==> config.mk <==
export PLATFORM = sky130hd
export DESIGN_NAME = flt_ram_top
export DESIGN_NICKNAME = d
export VERILOG_FILES = /design/src/rtl/flt_ram_pkg.sv /design/src/rtl/flt_ram_lfsr.sv /design/src/rtl/flt_ram_cfg.sv /design/src/rtl/flt_ram_core.sv /design/src/rtl/flt_ram_top.sv
export SDC_FILE = /design/constraint.sdc
export NUM_CORES = 1
export LEC_CHECK = 0
export ABC_CLOCK_PERIOD_IN_PS = 6900
export CAP_MARGIN = 20
export CORE_ASPECT_RATIO = 0.6
export CORE_MARGIN = 2
export CORE_UTILIZATION = 25
export DETAILED_ROUTE_END_ITERATION = 12
export SLEW_MARGIN = 20
export SYNTH_ARGS = -nofsm -noshare
export SYNTH_HDL_FRONTEND = slang
export SYNTH_SLANG_ARGS = --single-unit
==> constraint.sdc <==
create_clock -name clk -period 6.9 [get_ports clk]
set_clock_uncertainty 0.2 [all_clocks]
set_input_delay 1.035 -clock clk [delete_from_list [all_inputs] [get_ports clk]]
set_output_delay 1.035 -clock clk [all_outputs]
set_load 0.01 [all_outputs]
==> src/rtl/flt_ram_pkg.sv <==
// Package: shared fault kind encoding and fault qualifier bundle for the
// fault-injectable RAM. Assumes kinds 9..15 are never used by callers.
package flt_ram_pkg;

    typedef enum logic [3:0] {
        FK_NONE    = 4'd0,
        FK_STUCK   = 4'd1,
        FK_TRANS   = 4'd2,
        FK_CPL_INV = 4'd3,
        FK_CPL_FRC = 4'd4,
        FK_CPL_ST  = 4'd5,
        FK_BR_AND  = 4'd6,
        FK_BR_OR   = 4'd7,
        FK_DEC_SWP = 4'd8
    } fault_kind_e;

    typedef struct packed {
        fault_kind_e kind;
        logic        val;
        logic        rise;
        logic        cond;
    } fault_sel_t;

endpackage

==> src/rtl/flt_ram_lfsr.sv <==
// Module: free-running maximal-length Fibonacci LFSR. It supplies the
// repeatable "unpredictable" bit returned by reads of an unreachable cell.
// Assumes SEED is non-zero and TAPS describes a maximal polynomial for W.
module flt_ram_lfsr #(
    parameter int          W    = 16,
    parameter logic [W-1:0] TAPS = 16'hB400,
    parameter logic [W-1:0] SEED = 16'hACE1
) (
    input  logic clk,
    input  logic rst_n,
    output logic rnd_bit
);
    logic [W-1:0] state_q;
    logic         fb;

    // feedback is the parity of the tapped bits
    assign fb = ^(state_q & TAPS);

    // advance the sequence every cycle, reseed on reset
    always_ff @(posedge clk) begin
        if (!rst_n) state_q <= SEED;
        else        state_q <= {state_q[W-2:0], fb};
    end

    assign rnd_bit = state_q[W-1];

    // an all-zero state would freeze the random read value
    assert_lfsr_live_R11: assert property (@(posedge clk) disable iff (!rst_n)
        state_q != '0);
endmodule

==> src/rtl/flt_ram_cfg.sv <==
// Module: fault-setting register. It captures kind, cell addresses and
// qualifiers only on idle cycles, so a fault never changes during an access.
// Assumes busy is high in every cycle that has a read or a write strobe.
module flt_ram_cfg #(
    parameter int ADDR_W = 6
) (
    input  logic                      clk,
    input  logic                      rst_n,
    input  logic                      busy,
    input  flt_ram_pkg::fault_sel_t   sel_in,
    input  logic [ADDR_W-1:0]         victim_in,
    input  logic [ADDR_W-1:0]         aggr_in,
    output flt_ram_pkg::fault_sel_t   sel_q,
    output logic [ADDR_W-1:0]         victim_q,
    output logic [ADDR_W-1:0]         aggr_q
);
    import flt_ram_pkg::*;

    // load new settings when idle; reset selects fault-free operation
    always_ff @(posedge clk) begin
        if (!rst_n) begin
            sel_q    <= '{kind: FK_NONE, val: 1'b0, rise: 1'b0, cond: 1'b0};
            victim_q <= '0;
            aggr_q   <= '0;
        end else if (!busy) begin
            sel_q    <= sel_in;
            victim_q <= victim_in;
            aggr_q   <= aggr_in;
        end
    end

    // settings are frozen across any edge that closes an access cycle
    assert_cfg_frozen_R4: assert property (@(posedge clk) disable iff (!rst_n)
        busy |=> ($stable(sel_q) && $stable(victim_q) && $stable(aggr_q)));
endmodule

==> src/rtl/flt_ram_core.sv <==
// Module: bit array with the active fault applied. Writes are remapped and
// filtered (decoder swap, transition block, coupling trigger). Reads are
// overridden (stuck, state coupling, bridges, unreachable cell) and then
// registered. Assumes victim and aggressor differ for coupling, bridge and
// decoder kinds.
module flt_ram_core #(
    parameter int ADDR_W = 6
) (
    input  logic                    clk,
    input  logic                    rst_n,
    input  logic [ADDR_W-1:0]       addr,
    input  logic                    we,
    input  logic                    wdata,
    input  logic                    re,
    input  flt_ram_pkg::fault_sel_t sel,
    input  logic [ADDR_W-1:0]       victim,
    input  logic [ADDR_W-1:0]       aggr,
    input  logic                    rnd_bit,
    output logic                    rdata
);
    import flt_ram_pkg::*;

    localparam int DEPTH = 1 << ADDR_W;

    logic [DEPTH-1:0]  mem_q;
    logic [DEPTH-1:0]  mem_d;
    logic [ADDR_W-1:0] wr_tgt;
    logic              wr_ok;
    logic              cpl_trig;
    logic              rd_val;
    logic              vic_bit;
    logic              agg_bit;

    assign vic_bit = mem_q[victim];
    assign agg_bit = mem_q[aggr];

    // write target: the swapped decoder exchanges victim and aggressor
    always_comb begin
        wr_tgt = addr;
        if (sel.kind == FK_DEC_SWP) begin
            if (addr == victim)      wr_tgt = aggr;
            else if (addr == aggr)   wr_tgt = victim;
        end
    end

    // transition block and coupling trigger decisions for this write
    always_comb begin
        wr_ok    = 1'b1;
        cpl_trig = 1'b0;
        if (sel.kind == FK_TRANS && wr_tgt == victim &&
            wdata == sel.val && vic_bit != sel.val)
            wr_ok = 1'b0;
        if ((sel.kind == FK_CPL_INV || sel.kind == FK_CPL_FRC) &&
            wr_tgt == aggr && agg_bit != wdata && wdata == sel.rise)
            cpl_trig = 1'b1;
    end

    // next array contents after the write and any coupled disturbance
    always_comb begin
        mem_d = mem_q;
        if (we) begin
            if (wr_ok) mem_d[wr_tgt] = wdata;
            if (cpl_trig) begin
                if (sel.kind == FK_CPL_INV) mem_d[victim] = ~vic_bit;
                else                        mem_d[victim] = sel.val;
            end
        end
    end

    // one storage flop per cell, cleared by reset
    for (genvar i = 0; i < DEPTH; i++) begin : g_cell
        always_ff @(posedge clk) begin
            if (!rst_n) mem_q[i] <= 1'b0;
            else        mem_q[i] <= mem_d[i];
        end
    end

    // value seen by a read, before registering
    always_comb begin
        rd_val = mem_q[addr];
        unique case (sel.kind)
            FK_STUCK:   if (addr == victim) rd_val = sel.val;
            FK_CPL_ST:  if (addr == victim && agg_bit == sel.cond) rd_val = sel.val;
            FK_BR_AND:  if (addr == victim || addr == aggr) rd_val = vic_bit & agg_bit;
            FK_BR_OR:   if (addr == victim || addr == aggr) rd_val = vic_bit | agg_bit;
            FK_DEC_SWP: if (addr == victim) rd_val = rnd_bit;
            default:    rd_val = mem_q[addr];
        endcase
    end

    // registered read data, held between reads
    always_ff @(posedge clk) begin
        if (!rst_n)  rdata <= 1'b0;
        else if (re) rdata <= rd_val;
    end

    // read data does not move without a read strobe
    assert_rdata_hold_R2: assert property (@(posedge clk) disable iff (!rst_n)
        !re |=> $stable(rdata));

    // a stuck victim always reads its forced value
    assert_stuck_read_R5: assert property (@(posedge clk) disable iff (!rst_n)
        (re && sel.kind == FK_STUCK && addr == victim) |=> (rdata == $past(sel.val)));

    // a blocked transition leaves the victim cell untouched
    assert_trans_block_R6: assert property (@(posedge clk) disable iff (!rst_n)
        (we && sel.kind == FK_TRANS && addr == victim && wdata == sel.val &&
         vic_bit != sel.val) |=> $stable(vic_bit));

    // an inverting trigger flips the victim cell
    assert_cpl_flip_R7: assert property (@(posedge clk) disable iff (!rst_n)
        (we && sel.kind == FK_CPL_INV && addr == aggr && addr != victim &&
         agg_bit != wdata && wdata == sel.rise) |=> (vic_bit != $past(vic_bit)));

    // ideal kind: a read right after a write to the same cell returns the data
    assert_ideal_wr_rd_R3: assert property (@(posedge clk) disable iff (!rst_n)
        (we && sel.kind == FK_NONE) |=> (mem_q[$past(addr)] == $past(wdata)));
endmodule

==> src/rtl/flt_ram_top.sv <==
// Module: top of the fault-injectable bit RAM. It ties the idle-only fault
// setting register, the pseudo-random source and the faulty array together.
// Assumes a single clock and a synchronous active-low reset.
module flt_ram_top #(
    parameter int ADDR_W = 6
) (
    input  logic              clk,
    input  logic              rst_n,
    input  logic [ADDR_W-1:0] mem_addr,
    input  logic              mem_we,
    input  logic              mem_wdata,
    input  logic              mem_re,
    output logic              mem_rdata,
    input  logic [3:0]        flt_kind,
    input  logic [ADDR_W-1:0] flt_victim,
    input  logic [ADDR_W-1:0] flt_aggr,
    input  logic              flt_val,
    input  logic              flt_rise,
    input  logic              flt_cond
);
    import flt_ram_pkg::*;

    fault_sel_t        sel_in;
    fault_sel_t        sel_q;
    logic [ADDR_W-1:0] victim_q;
    logic [ADDR_W-1:0] aggr_q;
    logic              rnd_bit;
    logic              busy;

    assign busy   = mem_we | mem_re;
    assign sel_in = '{kind: fault_kind_e'(flt_kind), val: flt_val,
                      rise: flt_rise, cond: flt_cond};

    flt_ram_cfg #(.ADDR_W(ADDR_W)) cfg_i (
        .clk(clk), .rst_n(rst_n), .busy(busy),
        .sel_in(sel_in), .victim_in(flt_victim), .aggr_in(flt_aggr),
        .sel_q(sel_q), .victim_q(victim_q), .aggr_q(aggr_q)
    );

    flt_ram_lfsr lfsr_i (
        .clk(clk), .rst_n(rst_n), .rnd_bit(rnd_bit)
    );

    flt_ram_core #(.ADDR_W(ADDR_W)) core_i (
        .clk(clk), .rst_n(rst_n),
        .addr(mem_addr), .we(mem_we), .wdata(mem_wdata), .re(mem_re),
        .sel(sel_q), .victim(victim_q), .aggr(aggr_q),
        .rnd_bit(rnd_bit), .rdata(mem_rdata)
    );
endmodule

==> results_tabular.tex, run 1 <==
\begin{tabular}{lr}
\hline
Metric & Value \\
\hline
\multicolumn{2}{l}{\textbf{STA}} \\
Number of max-slew violations in the final report & 0 \\
Headroom to the max-slew limit & 0.2257 \\
Period utilisation layout & 0.7594 \\
Worst hold slack after final layout & 0.1964 ns \\
Highest achievable clock rate & 0.1908 GHz \\
Least-Margin Pin Slew & 1.159 ns \\
Setup repair after global routing missed its margin & no \\
Number of endpoints failing setup at the final stage & 0 \\
Post-route minimum period & 5.240 ns \\
Final total negative setup slack & 0 ns \\
Final hold vios & 0 \\
\multicolumn{2}{l}{\textbf{Detailed routing}} \\
Drt pass-1 iters & 6 \\
Drt total wl & 40900 um \\
DRC & 0 \\
Vias per std cell & 6.412 \\
Post-route antenna net violation count & 0 \\
Per-cell routed wire length & 28.09 um \\
First-iteration detailed-routing DRC count & 1801 \\
Vias post-DR & 9336 \\
\multicolumn{2}{l}{\textbf{Die}} \\
Site Rows & 51 \\
Die X & 239.9 um \\
Core Box Area & 0.03267 mm2 \\
Top-Level Pins & 31 \\
Initial cell density of the core & 0.2555 \\
Chip Height & 145.5 um \\
Die area & 0.03491 mm2 \\
\multicolumn{2}{l}{\textbf{Final layout}} \\
Core utilization of the finished layout & 0.2856 \\
NumNets Final & 1031 \\
Share of final-layout standard cells stronger than drive strength 1 & 0.1363 \\
Filler cell count in the final layout & 3494 \\
Syn-to-layout area delta & 11.78\% \\
Finished layout cell area & 0.009330 mm2 \\
\multicolumn{2}{l}{\textbf{Critical path}} \\
Worst Setup Path Type & flop to flop \\
Critical path's largest stage delay & 0.78 ns \\
WP data required & 6.96 ns \\
Total buffers and inverters traversed by the critical path & 1 \\
Critical path's top delay family & compound AO/OA/AOI/OAI gates \\
Endpoint class of the critical path & flop \\
Most frequent cell on the critical path & sky130\_fd\_sc\_hd\_\_o211ai\_1 \\
Critical Path Slowest Stage Cell & sky130\_fd\_sc\_hd\_\_nand3\_1 \\
Startpoint types & flop \\
Worst path cell trace & buf\_4 > mux4\_2 > a22o\_1 > a31oi\_1 > o2111a\_1 > o211ai\_1 > a21oi\_2 > nand3\_1 > o211ai\_1 > o211ai\_1 \\
Maximum net fanout on the critical path & 16 \\
Critical path data arrival time & 5.30 ns \\
\multicolumn{2}{l}{\textbf{Placement}} \\
Global placer's final weighted congestion & 1.034 \\
IO Port Bufs & 30 \\
Placed wire-length estimate after detailed placement & 28580 um \\
Dpl cell area & 0.009009 mm2 \\
\multicolumn{2}{l}{\textbf{Synthesis}} \\
Share of the synthesized area in compound gates (AO/OA/AOI/OAI) & 0.2872 \\
Number of synthesized flops with an enable pin & 0 \\
Number of synthesis warnings & 0 \\
Most common cell in the synthesized netlist & sky130\_fd\_sc\_hd\_\_nand2\_1 \\
Cells taking the most area after synthesis & sky130\_fd\_sc\_hd\_\_dfxtp\_1, sky130\_fd\_sc\_hd\_\_mux4\_2, sky130\_fd\_sc\_hd\_\_o211ai\_1 \\
Post-synthesis xor/xnor area fraction & 0.02069 \\
Number of nets produced by synthesis & 1046 \\
Count of cell types in the netlist & 83 \\
Adder-cell share of the synthesized area & 0 \\
Fraction of registers with async set or reset after synthesis & 0 \\
Combinational family with the most area after synthesis & compound AO/OA/AOI/OAI gates \\
Synth Instances & 1016 \\
Mean instance size in the synthesized netlist & 8.215 um2 \\
Library cell occupying the most area in the post-synthesis netlist & sky130\_fd\_sc\_hd\_\_dfxtp\_1 \\
FF+latch count, synth & 100 \\
Most frequently used flop master after synthesis & sky130\_fd\_sc\_hd\_\_dfxtp\_1 \\
Post-synth top area share & 0.2398 \\
Sequential area share after synthesis & 0.2398 \\
Leading cell types by count after synthesis & sky130\_fd\_sc\_hd\_\_nand2\_1, sky130\_fd\_sc\_hd\_\_dfxtp\_1, sky130\_fd\_sc\_hd\_\_o211ai\_1, sky130\_fd\_sc\_hd\_\_a22oi\_1, sky130\_fd\_sc\_hd\_\_nand3\_1 \\
Portion of netlist area occupied by mux cells & 0.1375 \\
Simple logic cell fraction of the synthesized area & 0.2457 \\
Cell area after synthesis & 0.008347 mm2 \\
\multicolumn{2}{l}{\textbf{Power}} \\
PwrDens & 151.5 mW/mm2 \\
Leakage Power & 2.878 nW \\
VDD IR-drop max & 133.9 uV \\
\multicolumn{2}{l}{\textbf{Clock network}} \\
Number of gates resized after CTS & 0 \\
Clk buf depth & 2 \\
Clock tree from TritonCTS & yes \\
H-tree depth & 3 \\
Post-CTS setup buffers & 0 \\
Num CTS Buffers & 9 \\
Quantity of hold-fixing buffers added after cts & 0 \\
Total number of clock tree sinks & 100 \\
Clock Root Buffer & sky130\_fd\_sc\_hd\_\_clkbuf\_16 \\
Insertion delay to the later sink of the worst-skew pair & 0.39 ns \\
CTS clock-pin slew for the worst setup and hold paths & 0.08 ns \\
\multicolumn{2}{l}{\textbf{Run}} \\
Max cap viols & 0 \\
\multicolumn{2}{l}{\textbf{GRT}} \\
Initial antenna violation count & 3 \\
Number of global-route vias before repair & 8670 \\
Global-route wire length before repair & 59470 um \\
Pin count of the biggest net entering global routing & 68 \\
Global-route usage over all layers & 0.2316 \\
Grt ovf & 0 \\
\multicolumn{2}{l}{\textbf{Outcome}} \\
Run status & complete, no violations \\
\multicolumn{2}{l}{\textbf{Worst hold path}} \\
Tightest Hold Check Type & flop to flop \\
\hline
\end{tabular}
-- per-stage QoR --
step | power, W | worst slack (ns) | instances
final | 0.001413 | 1.660 | 1456
after CTS | 0.001402 | 1.933 | 1454
after floorplan | 0.0007629 | 3.269 | 1016
after global routing | 0.001443 | 1.449 | 1456
after global placement | 0.0008492 | 1.628 | 1439
after detailed placement | 0.0008507 | 1.537 | 1439
-- cell families (layout without fill, tap and decap cells) --
kind of cell,count (synthesis),in the layout
flops,100,100
other cells,0,1
compound gates,325,325
buf+inv,108,97
simple gates,388,388
mux,77,77
xor+xnor,18,18
-- final timing paths --
kind	startpoint	end	slack [ns]	depth (start not counted)
hold / removal	lfsr_i.state_q[14]	lfsr_i.state_q[15]	0.20	1
setup reg to reg	cfg_i.aggr_q[0]	core_i.mem_q[29]	1.66	10
hold reg to reg	lfsr_i.state_q[14]	lfsr_i.state_q[15]	0.20	1
setup / recovery	cfg_i.aggr_q[0]	core_i.mem_q[29]	1.66	10
-- placed cells by master, fill, tap and decap left out, drive strengths merged, types with 6 or more instances in the layout --
cell type	netlist	routed
buf	53	44
a22oi	63	63
o211ai	77	77
and2	14	14
clkdlybuf4s50	0	30
mux2	12	12
nand3	61	61
a2bb2oi	6	6
clkbuf	47	10
nand4	6	6
nor2	46	46
o21ai	46	46
inv	8	8
mux2i	37	37
nand2b	12	12
mux4	28	28
a21boi	19	19
a32oi	8	8
o22ai	9	9
o2bb2ai	6	6
a21oi	18	18
a221oi	12	12
a2111oi	13	13
dfxtp	100	100
a31oi	19	19
nor3	57	57
nand3b	7	7
and3	35	35
nor2b	11	11
xnor2	8	8
xor2	10	10
nand2	111	111
-- worst reg2reg max path: stages, from the launching register on --
cell	delay, ns
sky130_fd_sc_hd__dfxtp_1	0.56
sky130_fd_sc_hd__buf_4	0.36
sky130_fd_sc_hd__mux4_2	0.60
sky130_fd_sc_hd__a22o_1	0.22
sky130_fd_sc_hd__a31oi_1	0.56
sky130_fd_sc_hd__o2111a_1	0.43
sky130_fd_sc_hd__o211ai_1	0.16
sky130_fd_sc_hd__a21oi_2	0.69
sky130_fd_sc_hd__nand3_1	0.78
sky130_fd_sc_hd__o211ai_1	0.44
sky130_fd_sc_hd__o211ai_1	0.12
-- registers in the layout, summed over array words and instances, names as in the netlist --
signal          flops
core_i.mem_q       64
lfsr_i.state_q     16
cfg_i.sel_q         7
cfg_i.aggr_q        6
cfg_i.victim_q      6
core_i.rdata        1
-- power breakdown --
part	switching, W	internal [W]	total [W]
Combinational	0.000165	0.0000780	0.000243
Clock	0.000271	0.000291	0.000561
Sequential	0.0000183	0.000590	0.000609
-- final cells by class --
cell class	count	area (um2)	area share
antenna	1	2.502	0.0002682
clock buffer	10	239.0	0.02561
clock inverter	5	62.56	0.006705
inverter	8	30.03	0.003218
multi-input combinational	808	5797	0.6213
sequential	100	2002	0.2146
tap	450	563.0	0.06035
timing repair buffer	74	634.4	0.06799
-- per-layer routing --
layer,wire length [um],vias up,global-route usage,share of wire
met3,7850,114,0.1428,0.19
met4,1081,2,0.06366,0.026
met5,77,-,0.01515,0.0019
li1,-,3915,-,-
met1,17750,4461,0.3380,0.43
met2,14150,844,0.2683,0.35
Note: power is estimated with default switching activity, not from simulation.
==> run 2: changes to the inputs <==
--- a/config.mk
+++ b/config.mk
@@ -5,7 +5,7 @@
 export SDC_FILE = /design/constraint.sdc
 export NUM_CORES = 1
 export LEC_CHECK = 0
-export ABC_CLOCK_PERIOD_IN_PS = 6900
+export ABC_CLOCK_PERIOD_IN_PS = 5200
 export CAP_MARGIN = 20
 export CORE_ASPECT_RATIO = 0.6
 export CORE_MARGIN = 2
==> constraint.sdc (replaced) <==
create_clock -name clk -period 5.2 [get_ports clk]
set_clock_uncertainty 0.2 [all_clocks]
set_input_delay 0.78 -clock clk [delete_from_list [all_inputs] [get_ports clk]]
set_output_delay 0.78 -clock clk [all_outputs]
set_load 0.01 [all_outputs]
==> run 2 against run 1 <==
Net effect: critical path depth decreased by 1; utilization increased by 0.98 points; register-to-register slack got worse by 1.1 ns; final cell count increased by 2.8%; wire length increased by 1.8%; first-iteration DRC count decreased by 8.9%; global-route usage increased by 0.20 points; non-clock buffer count increased by 40; fmax increased by 13%; flip-flop and latch count unchanged; via count increased by 2.7%; highest routed layer unchanged.
==> results_tabular.tex, run 2 (synthesis results as in run 1) <==
\begin{tabular}{lr}
\hline
Metric & Value \\
\hline
\multicolumn{2}{l}{\textbf{Critical path}} \\
Depth of the worst register-to-register path & 9 (-1) \\
Startpoint of the worst-slack reg-to-reg timing path & cfg\_i.aggr\_q[0] \\
Endpoint class of the critical path & flop \\
Worst Setup Path Type & flop to flop \\
Capture point of the worst path & core\_i.mem\_q[41] \\
Register-to-register setup slack & 0.58 ns (-1.08 ns) \\
Maximum net fanout on the critical path & 16 (unchanged) \\
Startpoint types & flop \\
R2R Path End & core\_i.mem\_q[41] \\
WP data required & 5.31 ns (-1.65 ns) \\
Critical Path Source & cfg\_i.aggr\_q[0] \\
Critical path data arrival time & 4.73 ns (-0.57 ns) \\
\multicolumn{2}{l}{\textbf{Clock network}} \\
Quantity of hold-fixing buffers added after cts & 0 (unchanged) \\
Total number of clock tree sinks & 100 (unchanged) \\
Post-CTS setup buffers & 0 (unchanged) \\
CTS clock-pin slew for the worst setup and hold paths & 0.07 ns (about the same) \\
Clk buf depth & 2 (unchanged) \\
Insertion delay to the later sink of the worst-skew pair & 0.38 ns (about the same) \\
Number of gates resized after CTS & 0 (unchanged) \\
Clock tree from TritonCTS & yes \\
H-tree depth & 3 (unchanged) \\
Num CTS Buffers & 9 (unchanged) \\
Clock Root Buffer & sky130\_fd\_sc\_hd\_\_clkbuf\_16 \\
\multicolumn{2}{l}{\textbf{Power}} \\
Total chip power & 0.001940 W (+37\%) \\
Leakage Power & 3.080 nW (+7.0\%) \\
PwrDens & 201.1 mW/mm2 (+33\%) \\
VDD IR-drop max & 161.6 uV (+21\%) \\
\multicolumn{2}{l}{\textbf{Placement}} \\
Global placer's final weighted congestion & 1.049 (+1.5\%) \\
Dpl cell area & 0.009319 mm2 (+3.4\%) \\
IO Port Bufs & 30 (unchanged) \\
Placed wire-length estimate after detailed placement & 29710 um (+4.0\%) \\
\multicolumn{2}{l}{\textbf{STA}} \\
Headroom to the max-slew limit & 0.3036 (+0.07782) \\
Number of max-slew violations in the final report & 0 (unchanged) \\
Period utilisation layout & 0.8882 (+0.1288) \\
Final hold vios & 0 (unchanged) \\
Highest achievable clock rate & 0.2165 GHz (+13\%) \\
Setup repair after global routing missed its margin & no \\
Least-Margin Pin Slew & 1.043 ns (-0.1160 ns) \\
Number of endpoints failing setup at the final stage & 0 (unchanged) \\
Final total negative setup slack & 0 ns (unchanged) \\
Post-route minimum period & 4.618 ns (-0.6213 ns) \\
\multicolumn{2}{l}{\textbf{Detailed routing}} \\
Drt pass-1 iters & 6 (unchanged) \\
Drt total wl & 41630 um (+1.8\%) \\
Vias post-DR & 9585 (+2.7\%) \\
Post-route antenna net violation count & 0 (unchanged) \\
DRC & 0 (unchanged) \\
First-iteration detailed-routing DRC count & 1640 (-8.9\%) \\
Vias per std cell & 6.403 (-0.14\%) \\
Per-cell routed wire length & 27.81 um (-1.0\%) \\
\multicolumn{2}{l}{\textbf{Die}} \\
Chip Height & 145.5 um (unchanged) \\
Die area & 0.03491 mm2 (unchanged) \\
Core Box Area & 0.03267 mm2 (unchanged) \\
Top-Level Pins & 31 (unchanged) \\
Initial cell density of the core & 0.2555 (unchanged) \\
Die X & 239.9 um (unchanged) \\
Site Rows & 51 (unchanged) \\
\multicolumn{2}{l}{\textbf{Final layout}} \\
Share of final-layout standard cells stronger than drive strength 1 & 0.1673 (+0.03099) \\
Finished layout cell area & 0.009649 mm2 (+3.4\%) \\
Largest registers & core\_i.mem\_q x64, lfsr\_i.state\_q x16, cfg\_i.sel\_q x7 \\
Syn-to-layout area delta & 15.60\% \\
NumNets Final & 1071 (+3.9\%) \\
Most common cell after layout, fill and taps aside & sky130\_fd\_sc\_hd\_\_nand2\_1 \\
Highest-count cells in the layout ignoring fill and taps & sky130\_fd\_sc\_hd\_\_nand2\_1, sky130\_fd\_sc\_hd\_\_dfxtp\_1, sky130\_fd\_sc\_hd\_\_buf\_4 \\
Max FFs per register & 64 (unchanged) \\
Filler cell count in the final layout & 3522 (+0.80\%) \\
Register ranked first by flip-flop count & core\_i.mem\_q \\
\multicolumn{2}{l}{\textbf{GRT}} \\
Grt ovf & 0 (unchanged) \\
Global-route wire length before repair & 59690 um (+0.36\%) \\
Number of global-route vias before repair & 8533 (-1.6\%) \\
Initial antenna violation count & 2 (-1) \\
Global-route usage over all layers & 0.2337 (+0.002009) \\
Pin count of the biggest net entering global routing & 65 (-4.4\%) \\
\multicolumn{2}{l}{\textbf{Worst hold path}} \\
Tightest Hold Check Type & flop to flop \\
Startpoint of the tightest hold check path & lfsr\_i.state\_q[9] \\
\multicolumn{2}{l}{\textbf{Outcome}} \\
Run status & complete, no violations \\
\multicolumn{2}{l}{\textbf{Run}} \\
Max cap viols & 0 (unchanged) \\
\hline
\end{tabular}
run 2: worst min path at each step:
stage	endpoint	slack, ns	cells after the start
2_1_floorplan	lfsr_i.state_q[10]	0.19	1
3_5_place_dp	lfsr_i.state_q[10]	0.20	1
5_1_grt	lfsr_i.state_q[7]	0.22	1
3_3_place_gp	lfsr_i.state_q[10]	0.19	1
4_1_cts	lfsr_i.state_q[6]	0.21	1
6_report	lfsr_i.state_q[10]	0.21	1
run 2: cell type report:
| class | count | area, um2 | share of cell area |
|---|---|---|---|
| Clock inverter | 5 | 85.08 | 0.008817 |
| Tap cell | 450 | 563.0 | 0.05835 |
| Clock buffer | 11 | 242.7 | 0.02516 |
| Sequential cell | 100 | 2002 | 0.2075 |
| Timing Repair Buffer | 114 | 943.4 | 0.09777 |
| Inverter | 8 | 30.03 | 0.003112 |
| Multi-Input combinational cell | 808 | 5781 | 0.5991 |
| Antenna cell | 1 | 2.502 | 0.0002593 |
run 2: through the flow:
step	setup WS [ns]	util	std cells	hold slack, ns
after CTS	0.8114	0.2953	1496	0.2144
final	0.5815	0.2953	1497	0.2094
after global routing	0.4565	0.2953	1496	0.2179
after floorplan	1.824	-	1016	0.1863
after global placement	0.5903	0.2852	1480	0.1893
after detailed placement	0.5249	0.2852	1480	0.1966
run 2: worst max-delay path: stages, from the launching register on:
cell and delay, ns:
sky130_fd_sc_hd__dfxtp_1 0.86, sky130_fd_sc_hd__mux4_2 0.64, sky130_fd_sc_hd__a22o_1 0.22, sky130_fd_sc_hd__a31oi_1 0.42
sky130_fd_sc_hd__o2111a_1 0.40, sky130_fd_sc_hd__or4_1 0.17, sky130_fd_sc_hd__and2_1 0.45, sky130_fd_sc_hd__or2_1 0.79
sky130_fd_sc_hd__nor3_1 0.20, sky130_fd_sc_hd__o21ai_1 0.17
run 2: routing by layer:
layer	vias up	wire (um)	track usage
met5	-	149	0.04132
met2	797	14630	0.2716
met4	4	1120	0.06894
li1	3988	-	-
met1	4695	18210	0.3476
met3	101	7516	0.1256
run 2: report_power, final:
group          internal (W)  switching, W  leakage [nW]  total (W)
logic              0.000115      0.000220          2.11   0.000335
clock network      0.000438      0.000351         0.156   0.000789
registers          0.000783     0.0000329         0.813   0.000816
==> run 3: changes to the inputs <==
--- a/config.mk
+++ b/config.mk
@@ -5,7 +5,7 @@
 export SDC_FILE = /design/constraint.sdc
 export NUM_CORES = 1
 export LEC_CHECK = 0
-export ABC_CLOCK_PERIOD_IN_PS = 5200
+export ABC_CLOCK_PERIOD_IN_PS = 4400
 export CAP_MARGIN = 20
 export CORE_ASPECT_RATIO = 0.6
 export CORE_MARGIN = 2
==> constraint.sdc (replaced) <==
create_clock -name clk -period 4.4 [get_ports clk]
set_clock_uncertainty 0.2 [all_clocks]
set_input_delay 0.66 -clock clk [delete_from_list [all_inputs] [get_ports clk]]
set_output_delay 0.66 -clock clk [all_outputs]
set_load 0.01 [all_outputs]
==> run 3 against run 2 <==
Net effect: critical endpoint is now core_i.mem_q[22]; largest cell class unchanged; global-route usage down 0.095 points; power grew 17%; wire length decreased by 0.58%; sequential share of layout area shrank 0.60 points; setup slack lost 0.50 ns; critical path depth unchanged; non-clock buffer count up 31; clock power increased by 12%; flip-flop and latch count unchanged; final cell count grew 2.0%; fmax up 7.0%.
==> results_tabular.tex, run 3 (synthesis results as in run 1) <==
\begin{tabular}{lr}
\hline
Metric & Value \\
\hline
\multicolumn{2}{l}{\textbf{Final layout}} \\
Finished layout cell area & 0.009938 mm2 (+3.0\%) \\
Max FFs per register & 64 (unchanged) \\
Share of final-layout standard cells stronger than drive strength 1 & 0.1922 (+0.02490) \\
NumNets Final & 1102 (+2.9\%) \\
Highest-count cells in the layout ignoring fill and taps & sky130\_fd\_sc\_hd\_\_nand2\_1, sky130\_fd\_sc\_hd\_\_buf\_4, sky130\_fd\_sc\_hd\_\_dfxtp\_1 \\
Syn-to-layout area delta & 19.07\% \\
Register cell area after layout & 0.002002 mm2 (unchanged) \\
Register ranked first by flip-flop count & core\_i.mem\_q \\
ANT cells & 0 (-1) \\
Non-filler instance count after layout & 1527 (+2.0\%) \\
Largest registers & core\_i.mem\_q x64, lfsr\_i.state\_q x16, cfg\_i.sel\_q x7 \\
Core utilization of the finished layout & 0.3042 (+0.008847) \\
Filler cell count in the final layout & 3523 (+0.028\%) \\
Multi-input gate area & 0.005818 mm2 (+0.65\%) \\
Most common cell after layout, fill and taps aside & sky130\_fd\_sc\_hd\_\_nand2\_1 \\
\multicolumn{2}{l}{\textbf{Die}} \\
Top-Level Pins & 31 (unchanged) \\
Core Box Area & 0.03267 mm2 (unchanged) \\
Chip Height & 145.5 um (unchanged) \\
Initial cell density of the core & 0.2555 (unchanged) \\
Site Rows & 51 (unchanged) \\
Die X & 239.9 um (unchanged) \\
Die area & 0.03491 mm2 (unchanged) \\
\multicolumn{2}{l}{\textbf{STA}} \\
Period utilisation layout & 0.9809 (+0.09271) \\
Setup repair after global routing missed its margin & no \\
Least-Margin Pin Slew & 1.203 ns (+0.1596 ns) \\
Post-route minimum period & 4.316 ns (-0.3026 ns) \\
Final hold vios & 0 (unchanged) \\
Headroom to the max-slew limit & 0.1937 (-0.1098) \\
Worst hold slack after final layout & 0.2104 ns (+0.001066 ns) \\
Number of max-slew violations in the final report & 0 (unchanged) \\
Final total negative setup slack & 0 ns (unchanged) \\
Number of endpoints failing setup at the final stage & 0 (unchanged) \\
Highest achievable clock rate & 0.2317 GHz (+7.0\%) \\
\multicolumn{2}{l}{\textbf{Clock network}} \\
Clk buf depth & 2 (unchanged) \\
Num CTS Buffers & 9 (unchanged) \\
Total number of clock tree sinks & 100 (unchanged) \\
H-tree depth & 3 (unchanged) \\
Post-CTS setup buffers & 0 (unchanged) \\
Clock Root Buffer & sky130\_fd\_sc\_hd\_\_clkbuf\_16 \\
CTS clock-pin slew for the worst setup and hold paths & 0.08 ns (about the same) \\
Insertion delay to the later sink of the worst-skew pair & 0.38 ns (about the same) \\
Clock tree from TritonCTS & yes \\
\multicolumn{2}{l}{\textbf{Detailed routing}} \\
Vias post-DR & 9444 (-1.5\%) \\
Post-route antenna net violation count & 0 (unchanged) \\
Vias per std cell & 6.185 (-3.4\%) \\
Drt total wl & 41390 um (-0.58\%) \\
Per-cell routed wire length & 27.10 um (-2.5\%) \\
DRC & 0 (unchanged) \\
First-iteration detailed-routing DRC count & 1429 (-13\%) \\
Drt pass-1 iters & 8 (+2) \\
\multicolumn{2}{l}{\textbf{Worst hold path}} \\
Tightest Hold Check Type & flop to flop \\
\multicolumn{2}{l}{\textbf{Power}} \\
Internal cell power & 0.001533 W (+15\%) \\
Seq pwr share & 0.423 (+0.002) \\
Relative contribution of the clock network to total power & 0.390 (-0.016) \\
PwrDens & 228.2 mW/mm2 (+13\%) \\
Combinational share of power & 0.187 (+0.014) \\
VDD IR-drop max & 200.7 uV (+24\%) \\
Switching share of total power & 0.3240 (+0.01262) \\
Leakage Power & 3.312 nW (+7.5\%) \\
Switching pwr & 0.0007347 W (+22\%) \\
\multicolumn{2}{l}{\textbf{GRT}} \\
Initial antenna violation count & 2 (unchanged) \\
Pin count of the biggest net entering global routing & 65 (unchanged) \\
Global-route wire length before repair & 59500 um (-0.31\%) \\
Number of global-route vias before repair & 8548 (+0.18\%) \\
Grt ovf & 0 (unchanged) \\
Global-route usage over all layers & 0.2327 (-0.0009539) \\
\multicolumn{2}{l}{\textbf{Placement}} \\
Placed wire-length estimate after detailed placement & 29880 um (+0.54\%) \\
IO Port Bufs & 30 (unchanged) \\
Dpl cell area & 0.009594 mm2 (+3.0\%) \\
Number of cells in the design after placement & 1510 (+2.0\%) \\
Global placer's final weighted congestion & 1.058 (+0.86\%) \\
\multicolumn{2}{l}{\textbf{Critical path}} \\
Endpoint class of the critical path & flop \\
Maximum net fanout on the critical path & 15 (-1) \\
Worst Setup Path Type & flop to flop \\
Startpoint types & flop \\
Critical path data arrival time & 4.37 ns (-0.36 ns) \\
WP data required & 4.46 ns (-0.85 ns) \\
\multicolumn{2}{l}{\textbf{Outcome}} \\
Run status & complete, no violations \\
\multicolumn{2}{l}{\textbf{Run}} \\
Max cap viols & 0 (unchanged) \\
\hline
\end{tabular}
==> run 3: cell types whose count changed in the layout (fill, tap and decap cells not counted), moves of 2 or more <==
cell	delta
sky130_fd_sc_hd__nor3_4	+6
sky130_fd_sc_hd__nor3_2	-6
sky130_fd_sc_hd__buf_4	+27
sky130_fd_sc_hd__buf_12	+3
sky130_fd_sc_hd__inv_8	+2
==> run 3: routing by layer <==
layer | vias to the layer above | track usage | share of wire
met5 | - | 0 | 0
met4 | 0 | 0.05217 | 0.020
li1 | 4042 | - | -
met2 | 781 | 0.2712 | 0.35
met1 | 4544 | 0.3463 | 0.44
met3 | 77 | 0.1396 | 0.19
==> run 3: path summary, 6_finish.rpt <==
path,from,endpoint,slack [ns],depth (start not counted)
hold / removal,lfsr_i.state_q[14],lfsr_i.state_q[15],0.21,1
hold reg to reg,lfsr_i.state_q[14],lfsr_i.state_q[15],0.21,1
setup reg to reg,cfg_i.victim_q[1],core_i.mem_q[22],0.08,9
setup / recovery,cfg_i.victim_q[1],core_i.mem_q[22],0.08,9
==> run 3: repair_timing <==
action / in CTS / in global routing
endpoints found under the setup margin: 0 / 9
hold buffers: 0 / 0
resized for setup: 0 / 2
==> run 3: layout make-up <==
class                      instances  area share
clock buffer                       9     0.02266
clock inverter                     7    0.008309
inverter                           8    0.003022
multi-input combinational        808      0.5854
sequential                       100      0.2014
tap                              450     0.05665
timing repair buffer             145      0.1225
==> run 3: critical path, cell delays in order, from the launching register on <==
cell	delay (ns)
sky130_fd_sc_hd__dfxtp_1	0.83
sky130_fd_sc_hd__inv_1	0.36
sky130_fd_sc_hd__mux4_2	0.38
sky130_fd_sc_hd__a21oi_1	0.46
sky130_fd_sc_hd__a31o_2	0.22
sky130_fd_sc_hd__nor3_4	0.06
sky130_fd_sc_hd__mux2i_2	0.87
sky130_fd_sc_hd__nor3_2	0.42
sky130_fd_sc_hd__a22oi_1	0.26
sky130_fd_sc_hd__o211ai_1	0.12
==> run 3: power by group through the flow <==
stage | Sequential [W] | Combinational (W) | Clock (W)
3_3_place_gp | 0.000979 | 0.000395 | 0
3_5_place_dp | 0.000979 | 0.000397 | 0
5_1_grt | 0.000962 | 0.000436 | 0.000937
4_1_cts | 0.000958 | 0.000399 | 0.000898
2_1_floorplan | 0.000957 | 0.000240 | 0
6_report | 0.000960 | 0.000423 | 0.000885
==> run 3: stage by stage <==
stage	power (W)	setup slack, ns
detailed placement	0.001376	0.2214
floorplan	0.001196	1.144
finish	0.002268	0.08415
global route	0.002335	0.03023
CTS	0.002255	0.2751
global placement	0.001374	0.2055
